===== src/rtl/mdio_pkg.sv =====
package mdio_pkg;

    // Engine states
    typedef enum logic [2:0] {
        ST_IDLE,
        ST_PREAMBLE,
        ST_HEADER,
        ST_TURN,
        ST_DATA,
        ST_DONE
    } eng_state_t;

    // Register word selects
    localparam logic [1:0] WORD_STATUS = 2'd0;
    localparam logic [1:0] WORD_CTRL   = 2'd1;
    localparam logic [1:0] WORD_DATA   = 2'd2;
    localparam logic [1:0] WORD_ADDR   = 2'd3;

    // Status field positions (decoded by software)
    localparam int BIT_BUSY    = 0;
    localparam int BIT_RDERR   = 1;
    localparam int BIT_NOPRE   = 5;
    localparam int BIT_C45     = 6;
    localparam int DIV_LSB     = 7;

    // Control field positions
    localparam int CTRL_REG_LSB = 0;
    localparam int CTRL_PHY_LSB = 5;
    localparam int BIT_RDCMD    = 15;

    // Frame geometry
    localparam int ADR_W    = 5;
    localparam int VAL_W    = 16;
    localparam int BODY_W   = 32;
    localparam int PRE_W    = 32;

    // Opcodes
    localparam logic [1:0] OP22_WR   = 2'b01;
    localparam logic [1:0] OP22_RD   = 2'b10;
    localparam logic [1:0] OP45_ADR  = 2'b00;
    localparam logic [1:0] OP45_WR   = 2'b01;
    localparam logic [1:0] OP45_RD   = 2'b11;

    // Start code, opcode, PHY, reg/dev, turnaround 10, payload
    function automatic logic [BODY_W-1:0] pack_body(
        input logic              c45,
        input logic [1:0]        op,
        input logic [ADR_W-1:0]  phy,
        input logic [ADR_W-1:0]  dev,
        input logic [VAL_W-1:0]  payload
    );
        logic [1:0] st;
        st = c45 ? 2'b00 : 2'b01;
        return {st, op, phy, dev, 2'b10, payload};
    endfunction

endpackage


===== src/rtl/mdio_clkgen.sv =====
module mdio_clkgen #(
    parameter int DIV_W = 9
) (
    input  logic             clk,
    input  logic             rst_n,
    input  logic             en,
    input  logic [DIV_W-1:0] div,
    output logic             mdc,
    output logic             rise_tick,
    output logic             fall_tick
);
    localparam int CNT_W = DIV_W + 1;

    logic [CNT_W-1:0] cnt_q;
    logic [CNT_W-1:0] half_cnt;
    logic [CNT_W-1:0] full_cnt;
    logic             mdc_q;

    assign half_cnt  = {1'b0, div};
    assign full_cnt  = {div, 1'b0};
    assign rise_tick = en && (cnt_q == half_cnt);
    assign fall_tick = en && (cnt_q == full_cnt);
    assign mdc       = mdc_q;

    always_ff @(posedge clk or negedge rst_n) begin
        if (!rst_n) begin
            cnt_q <= '0;
            mdc_q <= 1'b0;
        end else if (!en) begin
            cnt_q <= '0;
            mdc_q <= 1'b0;
        end else begin
            cnt_q <= fall_tick ? '0 : cnt_q + 1'b1;
            if (rise_tick)
                mdc_q <= 1'b1;
            else if (fall_tick)
                mdc_q <= 1'b0;
        end
    end
endmodule


===== src/rtl/mdio_regs.sv =====
module mdio_regs
    import mdio_pkg::*;
#(
    parameter int DIV_W     = 9,
    parameter int DIV_RESET = 5
) (
    input  logic              clk,
    input  logic              rst_n,
    input  logic              reg_wr,
    input  logic [1:0]        reg_sel,
    input  logic [31:0]       reg_wdata,
    output logic [31:0]       reg_rdata,
    input  logic              busy,
    input  logic              rd_err,
    input  logic              rd_done,
    input  logic [VAL_W-1:0]  rd_value,
    output logic              start,
    output logic [BODY_W-1:0] start_body,
    output logic              start_read,
    output logic              start_nopre,
    output logic [DIV_W-1:0]  div
);
    logic [DIV_W-1:0] div_q;
    logic             c45_q;
    logic             nopre_q;
    logic [ADR_W-1:0] phy_q;
    logic [ADR_W-1:0] dev_q;
    logic [VAL_W-1:0] data_q;
    logic [VAL_W-1:0] addr_q;
    logic             wr_ok;

    logic [ADR_W-1:0] w_phy;
    logic [ADR_W-1:0] w_dev;
    logic [VAL_W-1:0] w_val;
    logic [DIV_W-1:0] w_div;
    logic             unused_wbits;

    assign wr_ok = reg_wr && !busy;
    assign w_phy = reg_wdata[CTRL_PHY_LSB +: ADR_W];
    assign w_dev = reg_wdata[CTRL_REG_LSB +: ADR_W];
    assign w_val = reg_wdata[VAL_W-1:0];
    assign w_div = reg_wdata[DIV_LSB +: DIV_W];
    assign unused_wbits = ^{reg_wdata[31:VAL_W], reg_wdata[14:10], reg_wdata[4:2]};

    assign div         = div_q;
    assign start_nopre = nopre_q;

    always_ff @(posedge clk or negedge rst_n) begin
        if (!rst_n) begin
            div_q   <= DIV_W'(DIV_RESET);
            c45_q   <= 1'b0;
            nopre_q <= 1'b0;
            phy_q   <= '0;
            dev_q   <= '0;
            data_q  <= '0;
            addr_q  <= '0;
        end else begin
            if (wr_ok) begin
                unique case (reg_sel)
                    WORD_STATUS: begin
                        div_q   <= w_div;
                        c45_q   <= reg_wdata[BIT_C45];
                        nopre_q <= reg_wdata[BIT_NOPRE];
                    end
                    WORD_CTRL: begin
                        phy_q <= w_phy;
                        dev_q <= w_dev;
                    end
                    WORD_DATA: data_q <= w_val;
                    WORD_ADDR: addr_q <= w_val;
                endcase
            end
            if (rd_done)
                data_q <= rd_value;
        end
    end

    // Frame launch decode
    always_comb begin
        start      = 1'b0;
        start_read = 1'b0;
        start_body = '0;
        if (wr_ok) begin
            unique case (reg_sel)
                WORD_CTRL: begin
                    if (reg_wdata[BIT_RDCMD]) begin
                        start      = 1'b1;
                        start_read = 1'b1;
                        start_body = pack_body(c45_q, c45_q ? OP45_RD : OP22_RD,
                                               w_phy, w_dev, '1);
                    end
                end
                WORD_DATA: begin
                    start      = 1'b1;
                    start_body = pack_body(c45_q, c45_q ? OP45_WR : OP22_WR,
                                           phy_q, dev_q, w_val);
                end
                WORD_ADDR: begin
                    if (c45_q) begin
                        start      = 1'b1;
                        start_body = pack_body(1'b1, OP45_ADR, phy_q, dev_q, w_val);
                    end
                end
                default: ;
            endcase
        end
    end

    // Read-back mux
    always_comb begin
        unique case (reg_sel)
            WORD_STATUS: begin
                reg_rdata                 = 32'(div_q) << DIV_LSB;
                reg_rdata[BIT_C45]        = c45_q;
                reg_rdata[BIT_NOPRE]      = nopre_q;
                reg_rdata[BIT_RDERR]      = rd_err;
                reg_rdata[BIT_BUSY]       = busy;
            end
            WORD_CTRL: reg_rdata = 32'({phy_q, dev_q});
            WORD_DATA: reg_rdata = 32'(data_q);
            WORD_ADDR: reg_rdata = 32'(addr_q);
        endcase
    end
endmodule


===== src/rtl/mdio_engine.sv =====
module mdio_engine
    import mdio_pkg::*;
(
    input  logic              clk,
    input  logic              rst_n,
    input  logic              start,
    input  logic [BODY_W-1:0] start_body,
    input  logic              start_read,
    input  logic              start_nopre,
    input  logic              rise_tick,
    input  logic              fall_tick,
    input  logic              mdio_in,
    output logic              busy,
    output logic              clk_en,
    output logic              mdio_out,
    output logic              mdio_oe,
    output logic              rd_err,
    output logic              rd_done,
    output logic [VAL_W-1:0]  rd_value
);
    localparam int TOT_W   = PRE_W + BODY_W;
    localparam int IDX_W   = $clog2(TOT_W);
    localparam int SEL_W   = $clog2(BODY_W);
    localparam logic [IDX_W-1:0] IDX_FULL   = IDX_W'(TOT_W - 1);
    localparam logic [IDX_W-1:0] IDX_BODY   = IDX_W'(BODY_W - 1);
    localparam logic [IDX_W-1:0] IDX_PRE_LO = IDX_W'(BODY_W);
    localparam logic [IDX_W-1:0] IDX_HDR_LO = IDX_W'(VAL_W + 2);
    localparam logic [IDX_W-1:0] IDX_TA_LO  = IDX_W'(VAL_W);

    eng_state_t        state_q, state_d;
    logic [BODY_W-1:0] body_q;
    logic [IDX_W-1:0]  idx_q;
    logic              read_q;
    logic              err_q;
    logic [VAL_W-1:0]  shift_q;
    logic              last_fall;
    logic              cur_bit;

    assign last_fall = fall_tick && (state_q == ST_DATA) && (idx_q == '0);

    // Next state
    always_comb begin
        state_d = state_q;
        unique case (state_q)
            ST_IDLE:     if (start) state_d = start_nopre ? ST_HEADER : ST_PREAMBLE;
            ST_PREAMBLE: if (fall_tick && idx_q == IDX_PRE_LO) state_d = ST_HEADER;
            ST_HEADER:   if (fall_tick && idx_q == IDX_HDR_LO) state_d = ST_TURN;
            ST_TURN:     if (fall_tick && idx_q == IDX_TA_LO)  state_d = ST_DATA;
            ST_DATA:     if (last_fall) state_d = ST_DONE;
            ST_DONE:     state_d = ST_IDLE;
            default:     state_d = ST_IDLE;
        endcase
    end

    // State register
    always_ff @(posedge clk or negedge rst_n) begin
        if (!rst_n)
            state_q <= ST_IDLE;
        else
            state_q <= state_d;
    end

    // Frame datapath
    always_ff @(posedge clk or negedge rst_n) begin
        if (!rst_n) begin
            body_q  <= '0;
            idx_q   <= '0;
            read_q  <= 1'b0;
            err_q   <= 1'b0;
            shift_q <= '0;
        end else if (state_q == ST_IDLE) begin
            if (start) begin
                body_q <= start_body;
                idx_q  <= start_nopre ? IDX_BODY : IDX_FULL;
                read_q <= start_read;
                err_q  <= 1'b0;
            end
        end else begin
            if (fall_tick && clk_en && !last_fall)
                idx_q <= idx_q - 1'b1;
            if (rise_tick && read_q) begin
                if (state_q == ST_TURN && idx_q == IDX_TA_LO && mdio_in)
                    err_q <= 1'b1;
                if (state_q == ST_DATA)
                    shift_q <= {shift_q[VAL_W-2:0], mdio_in};
            end
        end
    end

    assign cur_bit = (idx_q >= IDX_PRE_LO) ? 1'b1 : body_q[idx_q[SEL_W-1:0]];

    // Outputs
    always_comb begin
        busy    = (state_q != ST_IDLE);
        clk_en  = 1'b0;
        mdio_oe = 1'b0;
        rd_done = 1'b0;
        unique case (state_q)
            ST_IDLE: ;
            ST_PREAMBLE, ST_HEADER: begin
                clk_en  = 1'b1;
                mdio_oe = 1'b1;
            end
            ST_TURN, ST_DATA: begin
                clk_en  = 1'b1;
                mdio_oe = !read_q;
            end
            ST_DONE: rd_done = read_q;
            default: ;
        endcase
        mdio_out = mdio_oe && cur_bit;
    end

    assign rd_err   = err_q;
    assign rd_value = shift_q;
endmodule


===== src/rtl/mdio_master.sv =====
module mdio_master
    import mdio_pkg::*;
#(
    parameter int DIV_W     = 9,
    parameter int DIV_RESET = 5
) (
    input  logic        clk,
    input  logic        rst_n,
    input  logic        reg_wr,
    input  logic [1:0]  reg_sel,
    input  logic [31:0] reg_wdata,
    output logic [31:0] reg_rdata,
    output logic        mdc,
    output logic        mdio_out,
    output logic        mdio_oe,
    input  logic        mdio_in
);
    logic              busy_w;
    logic              rd_err_w;
    logic              rd_done_w;
    logic [VAL_W-1:0]  rd_value_w;
    logic              start_w;
    logic [BODY_W-1:0] body_w;
    logic              read_w;
    logic              nopre_w;
    logic [DIV_W-1:0]  div_w;
    logic              clk_en_w;
    logic              rise_w;
    logic              fall_w;

    mdio_regs #(.DIV_W(DIV_W), .DIV_RESET(DIV_RESET)) u_regs (
        .clk(clk), .rst_n(rst_n),
        .reg_wr(reg_wr), .reg_sel(reg_sel), .reg_wdata(reg_wdata), .reg_rdata(reg_rdata),
        .busy(busy_w), .rd_err(rd_err_w), .rd_done(rd_done_w), .rd_value(rd_value_w),
        .start(start_w), .start_body(body_w), .start_read(read_w),
        .start_nopre(nopre_w), .div(div_w)
    );

    mdio_clkgen #(.DIV_W(DIV_W)) u_clkgen (
        .clk(clk), .rst_n(rst_n), .en(clk_en_w), .div(div_w),
        .mdc(mdc), .rise_tick(rise_w), .fall_tick(fall_w)
    );

    mdio_engine u_engine (
        .clk(clk), .rst_n(rst_n),
        .start(start_w), .start_body(body_w), .start_read(read_w), .start_nopre(nopre_w),
        .rise_tick(rise_w), .fall_tick(fall_w), .mdio_in(mdio_in),
        .busy(busy_w), .clk_en(clk_en_w), .mdio_out(mdio_out), .mdio_oe(mdio_oe),
        .rd_err(rd_err_w), .rd_done(rd_done_w), .rd_value(rd_value_w)
    );
endmodule


===== config.mk =====
export PLATFORM = sky130hd
export DESIGN_NAME = mdio_master
export DESIGN_NICKNAME = d
export VERILOG_FILES = /design/src/rtl/mdio_pkg.sv /design/src/rtl/mdio_clkgen.sv /design/src/rtl/mdio_regs.sv /design/src/rtl/mdio_engine.sv /design/src/rtl/mdio_master.sv
export SDC_FILE = /design/constraint.sdc
export NUM_CORES = 1
export LEC_CHECK = 0
export ABC_AREA = 1
export ABC_CLOCK_PERIOD_IN_PS = 4350
export BUFFER_PORTS_ARGS = -buffer_cell sky130_fd_sc_hd__clkbuf_2
export CAP_MARGIN = 20
export CORE_UTILIZATION = 60
export DETAILED_ROUTE_END_ITERATION = 8
export PLACE_DENSITY = 0.81
export RECOVER_POWER = 50
export SETUP_SLACK_MARGIN = 0.3
export SYNTH_ARGS = -nofsm -noshare
export SYNTH_HDL_FRONTEND = slang
export SYNTH_HIERARCHICAL = 1
export SYNTH_SLANG_ARGS = --single-unit
export TNS_END_PERCENT = 30

===== constraint.sdc =====
create_clock -name clk -period 4.35 [get_ports clk]
set_clock_uncertainty 0.15 [all_clocks]
set_input_delay 0.435 -clock clk [delete_from_list [all_inputs] [get_ports clk]]
set_output_delay 0.435 -clock clk [all_outputs]
set_load 0.02 [all_outputs]

Word level (Yosys, flattened, before mapping)
Index checks and enable logic that the tools add are counted.
W data, S select, Z words.

operators by class
  $add $sub $neg = 2
  order comparisons = 2
  equal/unequal tests = 19
  muxes and demuxes = 42
  bitwise gates (word level) = 1
  reductions and logical operators = 38

operators by type and width
  kind                     count
  $pmux W32 S4             1
  $pmux W32 S3             1
  $mux W32                 2
  $mux W16                 3
  $mux W28                 1
  $mux W6                  4
  $mux W10                 2
  $mux W1                  18
  $mux W3                  5
  $pmux W3 S5              1
  $logic_and A1 B1 Y1      14
  $eq A6 B5 Y1 const B     2
  $reduce_and A2 Y1        6
  $add A10 B1 Y10 const B  1
  $eq A10 B10 Y1           1
  $eq A10 B9 Y1            1
  $reduce_bool A2 Y1       5
  $ne A2 B1 Y1 const B     4
  $eq A3 B2 Y1 const B     2
  $eq A3 B3 Y1 const B     2
  $eq A6 B6 Y1 const B     1
  $ge A6 B6 Y1 const B     1
  $logic_not A6 Y1         1
  $lt A5 B6 Y1 const B     1
  other kinds (19)         24

word-level totals
  bits in registers = 123
  bits of input ports = 38
  output and inout port bits = 35
  word-level logic and storage cells = 119

Logic depth before layout (Yosys ltp)
Gate-level depths: netlist (run 1).

  word-level depth = 10
  mapped depth = 17
  depth with buffers taken out = 17

Cells and area by module
Netlist (run 1), hierarchy kept.

modules (own cells, without submodules)
  module       instances  cells each  area each (sq um)  seq. area each (sq um)
  mdio_regs    1          488         3253.1             1328.8
  mdio_engine  1          362         3014.1             1476.4
  mdio_clkgen  1          149         954.7              275.3

Worst setup path after synthesis (run 1)
No wires, ideal clock.

  kind = flip-flop to flip-flop
  from = register u_engine.state_q[2]
  to = register u_engine.idx_q[5]
  library setup time = 0.117 ns
  arrival time = 2.304 ns
  data required time = 4.083 ns
  setup slack = 1.779 ns
  cell stages (with the launch flop) = 14
  path buffers = 0
  clock period less this slack = 2.571 ns
  cells stage by stage = dfrtp_1 > nor3_2 > nor2_2 > nand2_2 > nand2_1 > nor2_1 > nor3b_1 > nand2_1 > nor3_1 > nand4_1 > nand3_4 > nand2_2 > nand2_1 > nand2_1

on the way
  longest elaborated chain between the ends = 10
  elaborated cells between the ends (all ways) = 21
  classes of those cells = 5 x eq/ne; 3 x mux; 13 x reduce/logical

RTL lines
  element                                     line               text
  start, declared                             mdio_engine.sv:30  eng_state_t state_q, state_d;
  start signal, assigned                      mdio_engine.sv:60  state_q <= state_d;
  $eq A3 B1 Y1, or another cell as far along  mdio_engine.sv:98  unique case (state_q)
  $reduce_or A4 Y1 (no line) (*)              --
  $mux W1 (*)                                 mdio_engine.sv:98
  via clk_en_w                                mdio_master.sv:27  logic clk_en_w;
  $logic_and A1 B1 Y1 (*)                     mdio_clkgen.sv:22  assign fall_tick = en && (cnt_q == full_cnt);
  via fall_w                                  mdio_master.sv:29  logic fall_w;
  $logic_and A1 B1 Y1 (2 in series)           mdio_engine.sv:39  assign last_fall = fall_tick && (state_q == ST_DATA) && (idx_q == '0);
  $logic_not A1 Y1                            mdio_engine.sv:79  if (fall_tick && clk_en && !last_fall)
  $logic_and A1 B1 Y1 (*)                     mdio_engine.sv:79
  $reduce_bool A2 Y1 (no line) (*)            --
  $reduce_and A2 Y1 (no line) (*)             --
  end signal, assigned                        mdio_engine.sv:74  idx_q <= start_nopre ? IDX_BODY : IDX_FULL;
  end signal, assigned                        mdio_engine.sv:80  idx_q <= idx_q - 1'b1;
  end, declared                               mdio_engine.sv:32  logic [IDX_W-1:0] idx_q;

Mark *: on every way through the listed nets, which the timed path passes. The rest lies on a longest branch.
A chain may end at the register's enable or synchronous reset.

Final worst setup path (run 1)
  from = register u_engine.idx_q[0]
  to = output port mdio_out

on the way
  longest elaborated chain between the ends = 4
  elaborated cells between the ends (all ways) = 5
  classes of those cells = 1 x order compare; 3 x mux; 1 x reduce/logical

RTL lines
  element                        line                text
  $bmux W1 S5                    mdio_engine.sv:90   assign cur_bit = (idx_q >= IDX_PRE_LO) ? 1'b1 : body_q[idx_q[SEL_W-1:0]];
  $mux W1 (implied by the code)  mdio_engine.sv:90
  $mux W1 (*)                    mdio_engine.sv:90
  $logic_and A1 B1 Y1 (*)        mdio_engine.sv:111  mdio_out = mdio_oe && cur_bit;
  end, declared                  mdio_master.sv:14   output logic mdio_out,

Every way passes the cells marked *; elsewhere a longest branch is shown, timed or not. The select of a mux whose other input is x is not followed.

==> impl_metrics.yaml, run 1 <==
synthesis:
  yosysWarnings: 6
  netlist_instances: 999
  syn_area_per_cell_um2: 7.23
  synth_top_cell_by_area: "dfrtp_1"
  ys_top_cells_by_area: "dfrtp_1 42%, nand2_1 17%, nand3_1 5.5%"
  synth_top_cell_area_share_pct: 41.9
  netlist_area_mm2: 0.00722
  ys_types: 37
  ys_seq_area_share_pct: 42.7
  ys_ff_latch: 123
die:
  start_util_pct: 62.4
  dieArea_mm2: 0.0125
  num_rows: 39
  dieWidth_um: 112
  design.portCount: 73
  die_h_um: 112
  coreArea_mm2: 0.0116
drt:
  dr.pass1.iters: 7
  wl_met2_um: 7850
  route.met3.wl_um: 905
  drc: 6
  wl_um: 16700
  wl_per_cell_um: 14.3
  wl_met1_um: 7690
  route.vias.total: 6327
  routed_via_density: 5.40
  initialDrtViolationCount: 644
  top_layer: "met4"
  antenna_left: 0
sta:
  final.min_clock_period_ns: 3.32
  hold_slack_ns: 0.222
  finalSetupTns_ns: 0
  rsz0062_at_grt: "false"
  fmax_ghz: 0.301
  setup_viol_count_final: 0
  maxSlewHeadroom_pct: -15.6
  final_max_slew_viol_count: 71
  hold_violations: 0
  fin_crit_sh_pct: 76.4
  tightest_slew_ns: 1.73
critical_path:
  cp_data_required_time_ns: 3.76
  path_cells: "clkinv_1 > nand2_1 > nand3_1 > a21oi_1 > nor2_1 > nand2_1 > nand2_1 > nor2_1 > clkbuf_2"
  path_common_cell: "nand2_1"
  critPathCaptureType: "primary output"
  cp.buffers_inverters: 2
  worstPathArrival_ns: 2.74
  startpoint_type: "flip-flop"
  slowest_delay_ns: 0.89
  worst-path-max-fanout: 27
  critical_path_class: "flip-flop to primary output"
  critPathSlowestCell: "dfrtp_1"
  path_delay_family: "flip-flops"
min_path:
  hp-class: "primary input to flip-flop"
status:
  violations: "DRC, capacitance limit, slew limit"
  status: "finished, violations left"
place:
  port_buffers: 40
  place.gp.congestion: 0.870
  post-place-cells: 1139
  dp_hpwl_um: 11500
final_layout:
  final_nets: 1056
  layout-drive-gt1-share_pct: 12.4
  diodes: 0
  mostFrequentLayoutCells: "324 x nand2_1, 121 x dfrtp_1, 100 x inv_1, 86 x nor2_1, 79 x nand3_1"
  utilization_pct: 68.4
  fill_cells: 987
  areaGrowthSynthToFinish_pct: 9.51
  finalNonFillerCells: 1171
  layout_commonest_cell: "nand2_1"
grt:
  grt_pass1_vias: 5646
  grt_first_pass_wirelength_um: 28000
  grt.overflow.total: 0
  grt_use_total_pct: 28.4
  grt_start_max_net_pins: 71
  antenna_found_initial: 0
clock_tree:
  cts_tree: "built"
  clockRootBuffer: "clkbuf_16"
  hold_buffers: 0
  numCtsBuffers: 17
  post-cts-setup-buffers: 0
  clk_latency_ns: 0.42
  cts_max_level: 4
  numClockSinks: 123
  clkSlewWorstSetupHoldPaths_ns: 0.06
  cts_resized: 0
  clockBufferDepth: 2
job:
  cap_violations: 2
power_and_ir_drop:
  peakVddDrop_mv: 0.368
  leakage_nw: 4.26
  cellPowerDensity_mw_per_mm2: 651
## routing by layer
metal	global-route usage, %	vias up
met5	0	-
li1	-	3167
met4	10.0	0
met2	44.1	210
met1	40.3	2925
met3	4.84	25
## worst reg2reg max path: stages, from the launching register on
cell and delay [ns]:
dfrtp_1 0.41, inv_1 0.13, nand2_1 0.11, nor2_1 0.32, nor2_1 0.14, nand2_1 0.46
nand3_1 0.15, nor3_1 0.19, nand3_1 0.14, inv_1 0.12, nand3_2 0.49, nor2_1 0.31
a21oi_1 0.06
## worst paths after layout
kind / from / to / slack (ns) / depth (start not counted)
setup reg to reg: u_engine/state_q[0] / u_engine/rd_value[0] / 1.05 / 12
min in group asynchronous: rst_n / u_clkgen/cnt_q[1] / 0.34 / 1
hold / removal: reg_wdata[0] / u_regs/addr_q[0] / 0.22 / 3
max in group asynchronous: rst_n / u_regs/addr_q[2] / 1.59 / 2
hold reg to reg: u_regs/addr_q[4] / u_regs/addr_q[4] / 0.33 / 2
setup / recovery: u_engine/idx_q[0] / mdio_out / 1.03 / 9
## metrics by stage
| step | worst slack [ns] | total power (W) | cell area (um^2) |
|---|---|---|---|
| 2_1_floorplan | 1.78 | 0.00326 | 7290 |
| 3_3_place_gp | 1.30 | 0.00364 | 7330 |
| 3_5_place_dp | 1.32 | 0.00370 | 7330 |
| 4_1_cts | 0.992 | 0.00518 | 7940 |
| 5_1_grt | 0.630 | 0.00551 | 7910 |
| 6_report | 1.03 | 0.00515 | 7910 |
## flip-flops by register name (all words and copies together) (netlist names), 3 cells and up
name / cells
u_clkgen/cnt_q: 10
u_regs/phy_q: 5
u_regs/div: 9
u_regs/data_q: 16
u_engine/idx_q: 6
u_engine/state_q: 3
u_engine/rd_value: 16
u_regs/dev_q: 5
u_engine/body_q: 32
u_regs/addr_q: 16
## cell families after synthesis
logic type | Yosys count | synth area share, %
muxes | 18 | 3.33
adders and majority gates | 3 | 0.520
other | 1 | 0.0519
DFF | 123 | 42.7
and+or+nand+nor | 550 | 32.9
xor gates and xnor gates | 10 | 1.21
buffers and inverters | 178 | 11.2
AOI/OAI and AO/OA | 116 | 8.11
## area by class of cell
cell class                 instances  area (um^2)  share of cell area (%)
sequential                       123         3080                    38.9
timing repair buffer              46          236                    2.99
clock inverter                    14          170                    2.15
tap                              143          179                    2.26
clock buffer                      18          439                    5.55
multi-input combinational        715         3380                    42.8
inverter                         112          420                    5.32
## cell usage after synthesis, drive strengths merged
| library cell | count |
|---|---|
| nand2 | 330 |
| dfrtp | 121 |
| inv | 110 |
| nor2 | 97 |
| nand3 | 82 |
| o21ai | 76 |
| buf | 45 |
| a21oi | 37 |
| nand4 | 25 |
| clkbuf | 21 |
| mux2 | 18 |
| nor3 | 7 |
| xor2 | 7 |
| nand3b | 6 |
| ha | 3 |
| xnor2 | 3 |
| clkinv | 2 |
| dfstp | 2 |
| o22ai | 2 |
| or2 | 2 |
| conb | 1 |
| nor3b | 1 |
| o211ai | 1 |
## power by group
| part | switching [W] | internal [W] |
|---|---|---|
| Sequential | 0.000380 | 0.00154 |
| Clock | 0.000535 | 0.000918 |
| Combinational | 0.00114 | 0.000640 |
| Total | 0.00205 | 0.00310 |
Note: power is estimated with default switching activity, not from simulation.
==> run 2: changes to the inputs <==
- ABC_CLOCK_PERIOD_IN_PS: 4350 -> 2750
- CORE_UTILIZATION: 60 -> 54
- PLACE_DENSITY: 0.81 -> 0.77
- clock period: 4.35 -> 2.75 ns (I/O delays scaled with it)
==> run 2 against run 1 <==
  * The run ends with capacitance limit, slew limit left
  * Utilization fell by 4.1 points
  * Via count rose by 1.6%
  * Register-to-register slack got worse by 0.78 ns
  * First-iteration DRC count fell by 11%
  * Combinational power rose by 76%
  * Non-clock buffer count rose by 25
  * Clock power rose by 58%
  * Critical endpoint is now u_engine/state_q[0]
==> impl_metrics.yaml, run 2 (synthesis gave the netlist of run 1 again) <==
grt:
  grt_use_total_pct: 25.9
  grt.overflow.total: 0
  grt_first_pass_wirelength_um: 28700
  grt_pass1_vias: 5837
  grt_start_max_net_pins: 124
  antenna_found_initial: 0
power_and_ir_drop:
  switching_share_pct: 39.8
  intPower_w: 0.00506
  peakVddDrop_mv: 0.585
  p_comb_share_pct: 37.3
  cellPowerDensity_mw_per_mm2: 1020
  leakage_nw: 4.40
  clock_power_share_pct: 27.3
  pwr-share-seq_pct: 35.4
  p_switching_w: 0.00334
drt:
  route.vias.total: 6431
  antenna_left: 0
  wl_per_cell_um: 14.1
  dr.pass1.iters: 6
  drc: 0
  wl_um: 17300
  initialDrtViolationCount: 573
  routed_via_density: 5.25
clock_tree:
  cts_tree: "built"
  numClockSinks: 123
  clkSlewWorstSetupHoldPaths_ns: 0.06
  clk_latency_ns: 0.42
  clockRootBuffer: "clkbuf_16"
  cts_max_level: 4
  clockBufferDepth: 2
  numCtsBuffers: 17
status:
  status: "finished, violations left"
  violations: "capacitance limit, slew limit"
job:
  cap_violations: 1
die:
  design.portCount: 73
  dieArea_mm2: 0.0138
  num_rows: 41
  start_util_pct: 56.3
  die_h_um: 118
  coreArea_mm2: 0.0128
  dieWidth_um: 118
final_layout:
  final_nets: 1081
  largest_register_ffs: 32
  top_register: "u_engine/body_q"
  regArea_mm2: 0.00308
  utilization_pct: 64.2
  mostFrequentLayoutCells: "318 x nand2_1, 119 x dfrtp_1, 98 x inv_1, 83 x nor2_1, 77 x nand3_1"
  areaGrowthSynthToFinish_pct: 14.1
  layout_commonest_cell: "nand2_1"
  fill_cells: 1187
  layout-drive-gt1-share_pct: 16.2
  diodes: 0
  multi_input_area_mm2: 0.00344
critical_path:
  startpoint_type: "flip-flop"
  worstPathArrival_ns: 2.63
  critical_path_class: "flip-flop to flip-flop"
  cp_data_required_time_ns: 2.90
  critPathCaptureType: "flip-flop"
  worst-path-max-fanout: 6
sta:
  tightest_slew_ns: 1.68
  fin_crit_sh_pct: 90.1
  finalSetupTns_ns: 0
  fmax_ghz: 0.404
  rsz0062_at_grt: "true"
  hold_violations: 0
  setup_ws_ns: 0.273
  final.min_clock_period_ns: 2.48
  final_max_slew_viol_count: 124
  maxSlewHeadroom_pct: -11.9
  hold_slack_ns: 0.0640
  setup_viol_count_final: 0
min_path:
  hp-class: "primary input to flip-flop"
place:
  dp_hpwl_um: 11700
  dp_slack_ns: 0.274
  port_buffers: 40
  place.gp.congestion: 0.882
-- run 2: changes by cell type in the layout (fill, tap and decap cells not counted), sizes merged --
| cell | change |
|---|---|
| buf | +25 |
| clkinv | -4 |
| clkinvlp | +2 |
| clkbuf | -1 |
| dlygate4sd3 | +1 |
| inv | +1 |
-- run 2: stage by stage --
step	instances	power (W)	area [um^2]
after detailed placement	1184	0.00594	7510
after global placement	1184	0.00586	7510
after CTS	1217	0.00827	8140
after floorplan	1016	0.00517	7290
after global routing	1224	0.00902	8240
final	1224	0.00840	8240
-- run 2: area by class of cell --
type | instances | area share, %
Sequential cell | 123 | 37.4
Clock inverter | 13 | 2.02
Clock buffer | 18 | 5.33
Inverter | 112 | 5.15
Timing Repair Buffer | 71 | 5.69
Multi-Input combinational cell | 715 | 41.8
Tap cell | 172 | 2.61
-- run 2: critical path: stages (launching register included) --
cell	delay (ns)
dfrtp_1	0.48
inv_2	0.13
nand3_2	0.09
nand2_2	0.10
inv_2	0.05
nand2_2	0.08
nand2_1	0.05
nor2_1	0.07
nor3b_2	0.15
nand2_1	0.08
nor3_2	0.17
buf_4	0.18
nand2_2	0.05
o21ai_1	0.13
nand2_1	0.07
nor2_2	0.15
nand2_1	0.06
nand2_1	0.06
nand2_1	0.05
-- run 2: power groups by stage --
stage / logic [W] / clock network [W] / registers [W]
after floorplan: 0.00238 / 0 / 0.00279
after global placement: 0.00291 / 0 / 0.00296
after detailed placement: 0.00297 / 0 / 0.00297
after CTS: 0.00301 / 0.00232 / 0.00295
after global routing: 0.00356 / 0.00240 / 0.00306
final: 0.00314 / 0.00229 / 0.00298
-- run 2: repair_timing --
item	4_1_cts	5_1_grt
gates resized for setup	2	20
endpoints found under the setup margin	11	40
pin swaps	1	12
setup buffers	1	7
hold buffers	1	0
endpoints found under the hold margin	121	0
-- run 2: layer usage --
metal,vias up,part of all wire (%),wire length (um),track usage [%]
met3,28,5.3,914,5.18
met5,-,0,0,0
met4,0,2.0,348,10.1
li1,3212,-,-,-
met1,3007,46,7870,36.0
met2,184,47,8150,39.9
-- run 2: final timing paths --
check | from | endpoint | slack [ns] | cells past startpoint
worst max-delay path | u_engine/state_q[2] | u_engine/state_q[0] | 0.27 | 18
worst min-delay path | reg_wdata[4] | u_regs/dev_q[4] | 0.06 | 3
worst max register to register | u_engine/state_q[2] | u_engine/state_q[0] | 0.27 | 18
worst min register to register | u_regs/addr_q[3] | u_regs/addr_q[3] | 0.34 | 2
max in group asynchronous | rst_n | u_engine/idx_q[0] | 0.46 | 3
min in group asynchronous | rst_n | u_clkgen/cnt_q[7] | 0.82 | 3
==> run 3: changes to the inputs <==
- REMOVE_ABC_BUFFERS: default -> 1
- SKIP_CTS_REPAIR_TIMING: default -> 1
==> run 3 against run 2 <==
  * The flow now finishes without violations
  * Setup slack better by 0.040 ns
  * Via count up 2.3%
  * Non-clock buffer count rose by 2
  * Die area unchanged
  * Utilization up 0.75 points
  * First-iteration DRC count down 12%
  * Sequential power about the same
  * Sequential cell count is the same
  * Final area up 1.2%
  * Combinational power up 1%
  * Fmax rose by 1.6%
  * Register-to-register slack improved by 0.04 ns
  * Largest cell class unchanged
==> impl_metrics.yaml, run 3 (synthesis gave the netlist of run 1 again) <==
status:
  status: "complete, no violations"
final_layout:
  layout_commonest_cell: "nand2_1"
  fin_area_mm2: 0.00834
  layout-drive-gt1-share_pct: 16.5
  mostFrequentLayoutCells: "318 x nand2_1, 119 x dfrtp_1, 98 x inv_1, 85 x nor2_1, 78 x nand3_1"
  final_nets: 1084
  diodes: 0
  regArea_mm2: 0.00308
  largest_register_ffs: 32
  multi_input_area_mm2: 0.00345
  top_register: "u_engine/body_q"
  fill_cells: 1099
  areaGrowthSynthToFinish_pct: 15.4
  utilization_pct: 65.0
sta:
  final_max_slew_viol_count: 0
  final.min_clock_period_ns: 2.44
  tightest_slew_ns: 1.10
  hold_slack_ns: 0.0573
  hold_violations: 0
  rsz0062_at_grt: "true"
  fin_crit_sh_pct: 88.6
  fmax_ghz: 0.410
  maxSlewHeadroom_pct: 26.6
  setup_viol_count_final: 0
die:
  design.portCount: 73
  die_h_um: 118
  num_rows: 41
  coreArea_mm2: 0.0128
  dieWidth_um: 118
  start_util_pct: 56.3
  dieArea_mm2: 0.0138
critical_path:
  critPathCaptureType: "flip-flop"
  critical_path_class: "flip-flop to flip-flop"
  worstPathArrival_ns: 2.59
  path_delay_family: "simple AND/OR/NAND/NOR gates"
  worst-path-max-fanout: 45
  cp_data_required_time_ns: 2.90
  slowest_delay_ns: 0.42
  startpoint_type: "flip-flop"
  path_cells: "inv_2 > nand2_4 > nor2_4 > inv_2 > inv_1 > nand2_1 > nor2_1 > nand2_4 > buf_12 > mux2_1"
  cp.buffers_inverters: 4
  critPathSlowestCell: "dfrtp_1"
grt:
  grt_start_max_net_pins: 50
  grt.overflow.total: 0
  grt_use_total_pct: 25.7
  grt_pass1_vias: 5899
  antenna_found_initial: 0
  grt_first_pass_wirelength_um: 28700
clock_tree:
  numClockSinks: 123
  clockBufferDepth: 2
  numCtsBuffers: 17
  clkSlewWorstSetupHoldPaths_ns: 0.06
  cts_max_level: 4
  cts_tree: "built"
  clockRootBuffer: "clkbuf_16"
  clk_latency_ns: 0.42
power_and_ir_drop:
  cellPowerDensity_mw_per_mm2: 1040
  peakVddDrop_mv: 0.549
  intPower_w: 0.00530
  pwr-share-seq_pct: 34.5
  p_comb_share_pct: 36.6
  leakage_nw: 4.44
  clock_power_share_pct: 28.8
  switching_share_pct: 39.0
  total_power_w: 0.00868
  p_switching_w: 0.00339
drt:
  dr.pass1.iters: 5
  antenna_left: 0
  initialDrtViolationCount: 504
  drc: 0
  wl_per_cell_um: 14.3
  route.vias.total: 6581
  wl_um: 17500
  routed_via_density: 5.36
place:
  dp_hpwl_um: 11900
  placed_cell_area_mm2: 0.00752
  place.gp.congestion: 0.888
  port_buffers: 40
min_path:
  hp-class: "primary input to flip-flop"
job:
  cap_violations: 0
run 3: cell count changes in the layout (fill, tap and decap cells not counted), moves of 2 or more:
| cell | change |
|---|---|
| o21ai_1 | -3 |
| clkinv_2 | -2 |
| o21ai_2 | +3 |
| bufinv_16 | +2 |
| nor2_2 | -2 |
| nor2_1 | +2 |
run 3: worst min-delay path: cells and delay by family:
kind            cells  cell delay [ns]
compound gates      1             0.16
buf+inv             2             0.15
run 3: final timing paths:
kind	from	to	slack [ns]	cells past startpoint
worst max-delay path	u_engine/state_q[0]	u_engine/body_q[2]	0.31	10
max in group asynchronous	rst_n	u_regs/dev_q[0]	0.64	3
min in group asynchronous	rst_n	u_clkgen/cnt_q[9]	0.46	2
worst min-delay path	reg_wdata[13]	u_regs/div[6]	0.06	3
worst max register to register	u_engine/state_q[0]	u_engine/body_q[2]	0.31	10
worst min register to register	u_regs/addr_q[3]	u_regs/addr_q[3]	0.34	2
run 3: area by class of cell:
class | instances | share of cell area, %
multi-input cells | 715 | 41.4
well taps | 172 | 2.58
clock buffers | 19 | 5.43
clock inverters | 13 | 2.55
repair inverters | 1 | 0.0600
inverters | 112 | 5.09
flip-flops and latches | 123 | 37.0
repair buffers | 73 | 5.93
run 3: through the flow:
stage               cells  TNS [ns]  setup WS (ns)
global route         1228         0          0.103
floorplan             950    -13.46         -0.841
detailed placement   1185         0          0.257
CTS                  1217         0          0.227
finish               1228         0          0.313
global placement     1185         0          0.322
run 3: layer usage:
layer | vias up | GRT usage [%] | share of wire [%]
li1 | 3208 | - | -
met1 | 3104 | 35.2 | 44
met2 | 244 | 40.3 | 48
met3 | 25 | 5.77 | 6.3
met4 | 0 | 8.81 | 1.5
met5 | - | 0 | 0
run 3: power groups by stage:
stage,sequential [W],combinational (W),clock [W]
after floorplan,0.00288,0.00216,0
final,0.00300,0.00318,0.00250
after detailed placement,0.00298,0.00297,0
after CTS,0.00296,0.00301,0.00253
after global routing,0.00307,0.00358,0.00261
after global placement,0.00295,0.00291,0
